[config.mk]
export PLATFORM = sky130hd
export DESIGN_NAME = gpio_bitport
export DESIGN_NICKNAME = d
export VERILOG_FILES = /design/src/rtl/gpio_pkg.sv /design/src/rtl/gpio_sync.sv /design/src/rtl/gpio_regs.sv /design/src/rtl/gpio_match.sv /design/src/rtl/gpio_bitport.sv
export SDC_FILE = /design/constraint.sdc
export NUM_CORES = 1
export LEC_CHECK = 0
export CAP_MARGIN = 10
export CORE_MARGIN = 4
export CORE_UTILIZATION = 40
export CTS_CLUSTER_DIAMETER = 60
export DETAILED_ROUTE_END_ITERATION = 8
export PLACE_DENSITY = 0.71
export SYNTH_ARGS = -nofsm -noshare
export SYNTH_HDL_FRONTEND = slang
export SYNTH_HIERARCHICAL = 1
export SYNTH_SLANG_ARGS = --single-unit
[constraint.sdc]
create_clock -name clk_i -period 2.1 [get_ports clk_i]
set_clock_uncertainty 0.2 [all_clocks]
set_input_delay 0.42 -clock clk_i [delete_from_list [all_inputs] [get_ports clk_i]]
set_output_delay 0.42 -clock clk_i [all_outputs]
set_load 0.02 [all_outputs]
[src/rtl/gpio_pkg.sv]
package gpio_pkg;
  localparam int unsigned ADDR_W = 2;
  typedef enum logic [ADDR_W-1:0] {
    OFS_LATCH = 2'd0,
    OFS_DIR   = 2'd1,
    OFS_SET   = 2'd2,
    OFS_CLR   = 2'd3
  } gpio_ofs_e;
endpackage

[src/rtl/gpio_sync.sv]
module gpio_sync #(
  parameter int unsigned W = 16,
  parameter int unsigned STAGES = 2
) (
  input  logic         clk_i,
  input  logic         rst_ni,
  input  logic [W-1:0] d_i,
  output logic [W-1:0] q_o
);
  logic [W-1:0] stage_q [STAGES];

  for (genvar s = 0; s < STAGES; s++) begin : g_stage
    always_ff @(posedge clk_i or negedge rst_ni) begin
      if (!rst_ni) stage_q[s] <= '0;
      else if (s == 0) stage_q[s] <= d_i;
      else stage_q[s] <= stage_q[(s == 0) ? 0 : s-1];
    end
  end

  assign q_o = stage_q[STAGES-1];
endmodule

[src/rtl/gpio_regs.sv]
module gpio_regs
  import gpio_pkg::*;
#(
  parameter int unsigned W = 16
) (
  input  logic              clk_i,
  input  logic              rst_ni,
  input  logic              wr_i,
  input  logic [ADDR_W-1:0] addr_i,
  input  logic [W-1:0]      wdata_i,
  output logic [W-1:0]      latch_o,
  output logic [W-1:0]      dir_o
);
  logic [W-1:0] latch_q, dir_q, latch_d;

  always_comb begin
    latch_d = latch_q;
    if (wr_i) begin
      unique case (gpio_ofs_e'(addr_i))
        OFS_LATCH: latch_d = wdata_i;
        OFS_SET:   latch_d = latch_q | wdata_i;
        OFS_CLR:   latch_d = latch_q & ~wdata_i;
        default:   latch_d = latch_q;
      endcase
    end
  end

  always_ff @(posedge clk_i or negedge rst_ni) begin
    if (!rst_ni) begin
      latch_q <= '0;
      dir_q   <= '0;
    end else begin
      latch_q <= latch_d;
      if (wr_i && addr_i == OFS_DIR) dir_q <= wdata_i;
    end
  end

  assign latch_o = latch_q;
  assign dir_o   = dir_q;

  assert_set_bits_R4: assert property (@(posedge clk_i) disable iff (!rst_ni)
    (wr_i && addr_i == OFS_SET) |=>
      ((latch_q & $past(wdata_i)) == $past(wdata_i)) &&
      ((latch_q & ~$past(wdata_i)) == ($past(latch_q) & ~$past(wdata_i))));

  assert_clr_bits_R5: assert property (@(posedge clk_i) disable iff (!rst_ni)
    (wr_i && addr_i == OFS_CLR) |=>
      ((latch_q & $past(wdata_i)) == '0) &&
      ((latch_q & ~$past(wdata_i)) == ($past(latch_q) & ~$past(wdata_i))));

  assert_dir_hold_R2: assert property (@(posedge clk_i) disable iff (!rst_ni)
    !(wr_i && addr_i == OFS_DIR) |=> $stable(dir_q));

  assert_latch_hold_R3: assert property (@(posedge clk_i) disable iff (!rst_ni)
    !wr_i |=> $stable(latch_q));
endmodule

[src/rtl/gpio_match.sv]
module gpio_match #(
  parameter int unsigned W = 16
) (
  input  logic         clk_i,
  input  logic         rst_ni,
  input  logic [W-1:0] pins_sync_i,
  input  logic [W-1:0] latch_i,
  input  logic [W-1:0] dir_i,
  output logic         match_o
);
  logic hit, hit_q, pulse_q;

  // output-direction bits are masked out of the compare
  assign hit = (((pins_sync_i ^ latch_i) & ~dir_i) == '0);

  always_ff @(posedge clk_i or negedge rst_ni) begin
    if (!rst_ni) begin
      hit_q   <= 1'b1;  // no event for the condition already true at reset
      pulse_q <= 1'b0;
    end else begin
      hit_q   <= hit;
      pulse_q <= hit & ~hit_q;
    end
  end

  assign match_o = pulse_q;

  assert_single_pulse_R8: assert property (@(posedge clk_i) disable iff (!rst_ni)
    pulse_q |=> !pulse_q);

  assert_pulse_needs_hit_R8: assert property (@(posedge clk_i) disable iff (!rst_ni)
    $rose(pulse_q) |-> $past(hit));
endmodule

[src/rtl/gpio_bitport.sv]
module gpio_bitport
  import gpio_pkg::*;
#(
  parameter int unsigned W = 16,
  parameter int unsigned SYNC_STAGES = 2
) (
  input  logic              clk_i,
  input  logic              rst_ni,
  input  logic              wr_i,
  input  logic              rd_i,
  input  logic [ADDR_W-1:0] addr_i,
  input  logic [W-1:0]      wdata_i,
  output logic [W-1:0]      rdata_o,
  input  logic [W-1:0]      pin_i,
  output logic [W-1:0]      pin_o,
  output logic [W-1:0]      pin_oe_o,
  output logic              match_o
);
  logic [W-1:0] pins_sync, latch, dir, rd_mux, rdata_q;

  gpio_sync #(.W(W), .STAGES(SYNC_STAGES)) u_sync (
    .clk_i, .rst_ni, .d_i(pin_i), .q_o(pins_sync)
  );

  gpio_regs #(.W(W)) u_regs (
    .clk_i, .rst_ni, .wr_i, .addr_i, .wdata_i, .latch_o(latch), .dir_o(dir)
  );

  gpio_match #(.W(W)) u_match (
    .clk_i, .rst_ni, .pins_sync_i(pins_sync), .latch_i(latch), .dir_i(dir),
    .match_o
  );

  always_comb begin
    unique case (gpio_ofs_e'(addr_i))
      OFS_LATCH: rd_mux = (latch & dir) | (pins_sync & ~dir);
      OFS_DIR:   rd_mux = dir;
      default:   rd_mux = '0;
    endcase
  end

  always_ff @(posedge clk_i or negedge rst_ni) begin
    if (!rst_ni)   rdata_q <= '0;
    else if (rd_i) rdata_q <= rd_mux;
  end

  assign rdata_o  = rdata_q;
  assign pin_o    = latch;
  assign pin_oe_o = dir;

  assert_rdata_hold_R10: assert property (@(posedge clk_i) disable iff (!rst_ni)
    !rd_i |=> $stable(rdata_o));

  assert_oe_tracks_dir_R2: assert property (@(posedge clk_i) disable iff (!rst_ni)
    (wr_i && addr_i == OFS_DIR) |=> pin_oe_o == $past(wdata_i));
endmodule

; Word level (Yosys, flattened, before mapping)
; Index checks and enable logic that the tools add are counted.
[totals]
out_inout_bits = 49
regBits = 82
inputBits = 38
[op_classes]
muxes = 2
bitwise = 11
eq_ne = 3
n_reduce_logical = 5
[ops]
columns = cell, n
row1 = bitwise AND 16 bit, 4
row2 = case mux 16 bit (3 select lines), 1
row3 = inverter 16 bit, 2
row4 = OR 16 bit, 2
row5 = case mux 16 bit (2 select lines), 1
row6 = zero test 16 bit, 1
row7 = bitwise XOR 16 bit, 1
row8 = "equality test 2 bit, second input constant", 2
row9 = nonzero test 3 bit, 1
row10 = "equality test 2 x 1 -> 1 bit, second input constant", 1
row11 = zero test 2 bit, 1
row12 = AND reduction 2 bit, 1
row13 = bitwise AND 1 bit, 1
row14 = logical AND 1 bit, 1
row15 = inverter 1 bit, 1

; Longest topological paths before layout
; Gate-level depths: netlist (run 1).
[logic_depth]
ltp_word = 4
depth_mapped = 5
mapped_depth_nobuf = 4

; Hierarchy
; The synthesis (run 1) kept the hierarchy.
[modules_own_cells]
columns = mod, area_per_inst_um2, cells_per_inst, n_inst
row1 = gpio_regs, 1377.6, 89, 1
row2 = gpio_bitport, 992.2, 104, 1
row3 = gpio_sync, 920.9, 48, 1
row4 = gpio_match, 270.3, 30, 1

; Worst setup path after synthesis (run 1)
; Ideal clock, no wire load.
[synth_timing]
path_kind = reg-to-reg
from = register u_regs.latch_q[13], in the netlist u_regs/latch_o[13]
to = register u_match.pulse_q, in the netlist u_match/match_o
required_ps = 1820
period_less_slack_ps = 1704
slack_ps = 396
arrival_time_ps = 1424
path_buffers = 0
path_stages_with_launch = 5
path_cell_list = dfrtp_1 -> xnor2_1 -> o22ai_1 -> or4_1 -> nor3_2
[synth_between]
elab_chain_cells = 4
[synth_rtl]
columns = item, line
row1 = start: declaration, gpio_regs.sv:14  ; logic [W-1:0] latch_q, dir_q, latch_d;
row2 = start signal: assignment, gpio_regs.sv:33  ; latch_q <= latch_d;
row3 = bitwise XOR 16 bit, gpio_match.sv:14  ; assign hit = (((pins_sync_i ^ latch_i) & ~dir_i) == '0);
row4 = bitwise AND 16 bit, gpio_match.sv:14
row5 = zero test 16 bit, gpio_match.sv:14
row6 = bitwise AND 1 bit, gpio_match.sv:22  ; pulse_q <= hit & ~hit_q;
row7 = end signal: assignment, gpio_match.sv:22
row8 = end: declaration, gpio_match.sv:11  ; logic hit, hit_q, pulse_q;
; Every way passes these cells.
; A chain may end at the register's enable or synchronous reset.

; Worst setup path in the final report (run 1)
[layout_timing]
from = register u_regs.latch_q[10], in the netlist u_regs/latch_o[10]
to = output pin_o[10]
[layout_lines]
columns = item, line
row1 = end: declaration, gpio_bitport.sv:15  ; output logic [W-1:0] pin_o,
; No word-level cell between the ends.

==> results of run 1 <==
area by class of cell:
type / count / area (sq um)
fillers: 760 / 4010
clock buffers: 11 / 151
repair buffers: 96 / 997
multi-input cells: 143 / 1210
clock inverters: 5 / 52.6
well taps: 108 / 135
flip-flops and latches: 82 / 2050
inverters: 18 / 67.6
layer usage:
layer	vias to the layer above	GRT usage, %
met5	-	0
met4	0	6.66
met3	7	3.21
met2	58	25.7
met1	1205	22.2
li1	1106	-
logic make-up after synthesis:
family | Yosys count | share of synthesized area (%)
DFF | 82 | 57.7
and+or+nand+nor | 38 | 7.52
AOI/OAI and AO/OA | 73 | 17.5
xor gates and xnor gates | 16 | 3.94
buffers and inverters | 46 | 8.29
muxes | 16 | 5.06
where the power goes:
| part | internal [mW] | switching [mW] |
|---|---|---|
| combinational | 0.596 | 0.523 |
| sequential | 1.76 | 0.202 |
| clock | 0.608 | 0.555 |
| total | 2.97 | 1.28 |
registers in the layout, summed over array words and instances, names as in the netlist:
name and flops:
rdata_o 16, u_sync/q_o 16, u_match/match_o 1, u_regs/latch_o 16
u_regs/dir_o 16, u_sync/stage_q 16, u_match/hit_q 1
stage by stage:
| stage | hold slack, ns | util [%] | area (sq um) | setup WS [ns] | total power, mW |
|---|---|---|---|---|---|
| after global placement | 0.0851 | 50.9 | 4420 | -0.373 | 3.11 |
| after detailed placement | 0.0889 | 50.9 | 4420 | -0.409 | 3.14 |
| after CTS | 0.153 | 53.4 | 4630 | 0.00695 | 4.30 |
| after floorplan | -0.0756 | - | 3560 | 0.396 | 2.60 |
| after global routing | 0.158 | 53.8 | 4670 | 0.000753 | 4.45 |
| final | 0.151 | 53.8 | 4670 | 0.0397 | 4.25 |
cell usage after synthesis, types with 7 or more instances:
master and number:
o21a_1 15, mux2_2 16, and3b_1 10, xnor2_1 16
nor2_1 16, inv_1 18, a221o_1 10, buf_6 7
a21oi_2 9, dfrtp_1 81, o22ai_2 10, o22ai_1 14
buf_4 18
worst paths after layout:
kind | end | cells after the start | start | slack (ns)
max in group asynchronous | u_match/hit_q | 3 | rst_ni | 0.81
max | pin_o[10] | 1 | u_regs/latch_o[10] | 0.04
min reg2reg | u_sync/q_o[7] | 0 | u_sync/stage_q[23] | 0.15
max reg2reg | u_match/match_o | 4 | u_regs/latch_o[6] | 0.31
min | u_sync/q_o[7] | 0 | u_sync/stage_q[23] | 0.15
min in group asynchronous | u_sync/q_o[1] | 2 | rst_ni | 0.25
repair_timing:
item / CTS / global route
hold endpoints to repair: 14 / 0
setup endpoints to repair: 17 / 15
buffers inserted: 0 / 0
hold buffers: 1 / 0
gates resized for setup: 2 / 15
==> impl_metrics.csv, run 1 <==
group,metric,value,unit
route,finalWirelength,8070,microns
timing,setup_viol,0,
timing,final_max_slew_viol_count,0,
timing,post-route-period-util,98.1,%
yosys,synth_edf_count,0,
floorplanning,rows,34,
worst_setup_path,worstPathRequired,1.48,ns
flow_run,cap_violations,0,
placement,gp_congestion,0.755,
cells_and_area,area_delta_synth_final,31.2,%
grt,grt_pass1_vias,2442,
floorplanning,start_util,41.0,%
yosys,synth-main-ff-cell,"dfrtp_1",
worst_setup_path,crit_type,"reg2out",
worst_setup_path,startpoint_type,"flop",
grt,grt_max_degree,46,
yosys,ys_types,27,
worst_setup_path,worst-path-buf-inv,1,
min_path,hp-class,"reg2reg",
clock_tree,path_clk_slew,0.08,ns
floorplanning,die_y,102,microns
yosys,syn_avg_cell_area,13.1,sq um
route,wl_met2,3840,microns
timing,hold_viol,0,
cells_and_area,fin_nets,388,
route,dr.pass1.iters,4,
route,met1_length,3750,microns
floorplanning,dieArea,10500,sq um
yosys,synth_nets,309,
worst_setup_path,cpLargestDelayFamily,"buffers and inverters",
yosys,yosys_warnings,6,
timing,worstMarginPinSlew,0.720,ns
cells_and_area,final_cell_mix,"81 x dfrtp_1, 69 x clkdlybuf4s50_1, 18 x inv_1",
route,drcViolationCount,0,
clock_tree,clk_path_buf_depth,2,
worst_setup_path,slowest_delay,0.64,ns
route,drtAntennaViolNets,0,
timing,max_freq,485,MHz
worst_setup_path,path_cells,"clkdlybuf4s50_1",
route,drt_iter0_drc,133,
route,wl_met3,411,microns
yosys,synth_cells,271,
worst_setup_path,cp_slowest_cell,"clkdlybuf4s50_1",
grt,grt_pass1_wl,12800,microns
power,cellPowerDensity,909,nW/um^2
clock_tree,root_buffer,"clkbuf_8",
clock_tree,h-tree-depth,3,
route,dr.max_layer_used,"met4",
placement,port_buffers,86,
clock_tree,worstSkewPairLatency,0.35,ns
power,p_leak,2.12,nW
worst_setup_path,arrival,1.44,ns
timing,rsz0062_at_grt,"false",
yosys,ys_ff_latch,82,
yosys,synth_top_area_share,56.9,%
floorplanning,dieWidth,102,microns
yosys,synth_area,3560,sq um
timing,fin_setup_tns,0,ns
route,vias,2376,
grt,antenna_found_initial,0,
placement,numPlacedInstances,446,
yosys,yosysSeqAreaShare,57.7,%
clock_tree,tritoncts,"built",
cells_and_area,fin_cells,463,
worst_setup_path,crit_path_end_kind,"output pin",
clock_tree,cts_buffers,9,
run_status,status,"finished clean",
timing,relSlewSlack,52.0,%
floorplanning,io_pins,87,
cells_and_area,final_common_cell,"dfrtp_1",
route,avgViaCountPerCell,5.13,
grt,grt.total_usage,16.3,%
timing,min_period,2.06,ns
cells_and_area,drive_gt1_share,22.3,%
route,wl_per_cell,17.4,microns
clock_tree,cts.sinks,82,
power,irDropWorstVdd,478,uV
floorplanning,core,8680,sq um
yosys,yosysTopAreaCell,"dfrtp_1",
grt,gr-total-overflow,0,
cells_and_area,antenna_cells,0,
worst_setup_path,crit_fanout,5,
yosys,synthArstFlopShare,100,%
yosys,synth_area_leaders,"dfrtp_1 57%, mux2_2 5.1%, xnor2_1 3.9%",
placement,hpwl,5760,microns
Power figures use the tool's default switching activity.
==> inputs of run 2 (changes only) <==
--- a/config.mk
+++ b/config.mk
@@ -5,7 +5,7 @@
 export SDC_FILE = /design/constraint.sdc
 export NUM_CORES = 1
 export LEC_CHECK = 0
-export CAP_MARGIN = 10
+export CAP_MARGIN = 15
 export CORE_MARGIN = 4
 export CORE_UTILIZATION = 40
 export CTS_CLUSTER_DIAMETER = 60
==> results of run 2 <==
Final layout, timing and power as in run 1 (identical DEF).
==> inputs of run 3 (changes only) <==
--- a/config.mk
+++ b/config.mk
@@ -5,12 +5,13 @@
 export SDC_FILE = /design/constraint.sdc
 export NUM_CORES = 1
 export LEC_CHECK = 0
-export CAP_MARGIN = 15
 export CORE_MARGIN = 4
 export CORE_UTILIZATION = 40
 export CTS_CLUSTER_DIAMETER = 60
 export DETAILED_ROUTE_END_ITERATION = 8
+export MAX_ROUTING_LAYER = met4
 export PLACE_DENSITY = 0.71
+export SLEW_MARGIN = 10
 export SYNTH_ARGS = -nofsm -noshare
 export SYNTH_HDL_FRONTEND = slang
 export SYNTH_HIERARCHICAL = 1
==> impl_metrics.csv, run 3 (same netlist as run 1, synthesis figures left out) <==
group,metric,value,unit
run_status,status,"finished clean",
route,drtAntennaViolNets,0,
timing,fin_setup_tns,0,ns
timing,final_max_slew_viol_count,0,
floorplanning,dieArea,10500,sq um
placement,dp_slack,-0.409,ns
timing,hold_viol,0,
placement,hpwl,5760,microns
cells_and_area,final_common_cell,"dfrtp_1",
min_path,worstHoldStart,"u_sync/stage_q[18]",
clock_tree,root_buffer,"clkbuf_8",
worst_setup_path,slowest_delay,0.64,ns
floorplanning,start_util,41.0,%
grt,grt_pass1_wl,12800,microns
floorplanning,die_y,102,microns
cells_and_area,antenna_cells,0,
cells_and_area,area_delta_synth_final,31.2,%
cells_and_area,drive_gt1_share,22.3,%
worst_setup_path,cpLargestDelayFamily,"buffers and inverters",
flow_run,cap_violations,0,
route,wl_per_cell,17.4,microns
power,switching_share,30.1,%
worst_setup_path,crit_fanout,5,
worst_setup_path,startpoint_type,"flop",
cells_and_area,fin_cells,463,
timing,worstMarginPinSlew,0.731,ns
route,finalWirelength,8070,microns
timing,min_period,2.05,ns
worst_setup_path,path_cells,"clkdlybuf4s50_1",
cells_and_area,final_util,53.8,%
timing,setup_ws,0.0474,ns
route,drt_iter0_drc,126,
worst_setup_path,rrSetupSlack,0.31,ns
power,internal_power,2.97,mW
cells_and_area,final_cell_mix,"81 x dfrtp_1, 69 x clkdlybuf4s50_1, 18 x inv_1",
power,p_leak,2.12,nW
clock_tree,tritoncts,"built",
route,drcViolationCount,0,
clock_tree,cts_buffers,9,
clock_tree,path_clk_slew,0.08,ns
timing,hold_slack,0.151,ns
clock_tree,cts_setup_buffers,0,
route,dr.pass1.iters,5,
timing,relSlewSlack,51.2,%
min_path,whs_endpoint,"u_sync/q_o[2]",
clock_tree,clk_path_buf_depth,2,
cells_and_area,fin_nets,388,
power,power_switching,1.28,mW
timing,post-route-period-util,97.7,%
placement,numPlacedInstances,446,
grt,gr-total-overflow,0,
power,power_frac_seq,46.3,%
power,comb_power_share,26.4,%
placement,gp_congestion,0.764,
timing,max_freq,487,MHz
floorplanning,dieWidth,102,microns
clock_tree,h-tree-depth,3,
route,vias,2380,
power,irDropWorstVdd,478,uV
clock_tree,cts.sinks,82,
worst_setup_path,arrival,1.43,ns
route,avgViaCountPerCell,5.14,
power,cellPowerDensity,908,nW/um^2
min_path,hp-class,"reg2reg",
worst_setup_path,reg2reg_depth,4,
timing,rsz0062_at_grt,"false",
worst_setup_path,timing.rr.start,"u_regs/latch_o[6]",
floorplanning,core,8680,sq um
grt,grt_max_degree,46,
clock_tree,worstSkewPairLatency,0.35,ns
floorplanning,rows,34,
grt,grt_pass1_vias,2441,
grt,antenna_found_initial,0,
worst_setup_path,worstPathRequired,1.48,ns
grt,grt.total_usage,16.8,%
placement,port_buffers,86,
floorplanning,io_pins,87,
worst_setup_path,crit_path_end_kind,"output pin",
worst_setup_path,timing.rr.end,"u_match/match_o",
power,p_clk_share,27.3,%
worst_setup_path,cp_slowest_cell,"clkdlybuf4s50_1",
timing,setup_viol,0,
min_path,min_path_cells,0,
worst_setup_path,worst-path-buf-inv,1,
worst_setup_path,crit_type,"reg2out",
run 3: cell counts in the layout (fill, tap and decap cells not counted):
Identical to the previous run, type by type.
run 3: how the worst max path moves through the flow:
stage                       startpoint           endpoint  depth (start not counted)
detailed placement                wr_i  u_regs/latch_o[8]                          3
finish              u_regs/latch_o[10]          pin_o[10]                          1
global route        u_regs/latch_o[11]          pin_o[11]                          1
CTS                 u_regs/latch_o[12]          pin_o[12]                          1
global placement                  wr_i  u_regs/latch_o[3]                          3
floorplan           u_regs/latch_o[13]    u_match/match_o                          4
run 3: layout make-up:
class                   instances  area (sq um)
fillers                       760          4010
multi-input cells             143          1210
repair buffers                 96           997
clock buffers                  11           151
inverters                      18          67.6
clock inverters                 5          52.6
well taps                     108           135
flip-flops and latches         82          2050
run 3: through the flow:
stage	power, mW	instance area [sq um]
after floorplan	2.60	3560
after global placement	3.11	4420
after detailed placement	3.14	4420
after CTS	4.30	4630
after global routing	4.45	4670
final	4.24	4670
run 3: layer usage:
metal  track usage [%]  wire [microns]
met4              6.66              80
met3              2.87             362
met1              22.4            3780
met2              25.7            3840
met5                 -               0
run 3: power groups by stage:
| stage | clock (mW) | sequential, mW | combinational (mW) |
|---|---|---|---|
| after CTS | 1.19 | 1.97 | 1.14 |
| after floorplan | 0 | 2.13 | 0.464 |
| after global placement | 0 | 1.99 | 1.12 |
| final | 1.16 | 1.96 | 1.12 |
| after detailed placement | 0 | 2.00 | 1.14 |
| after global routing | 1.24 | 2.00 | 1.20 |
run 3: timing repair:
action | in CTS | in global routing
setup endpoints to repair | 17 | 15
hold endpoints to repair | 14 | 0
gates resized for setup | 2 | 15
hold buffers | 1 | 0
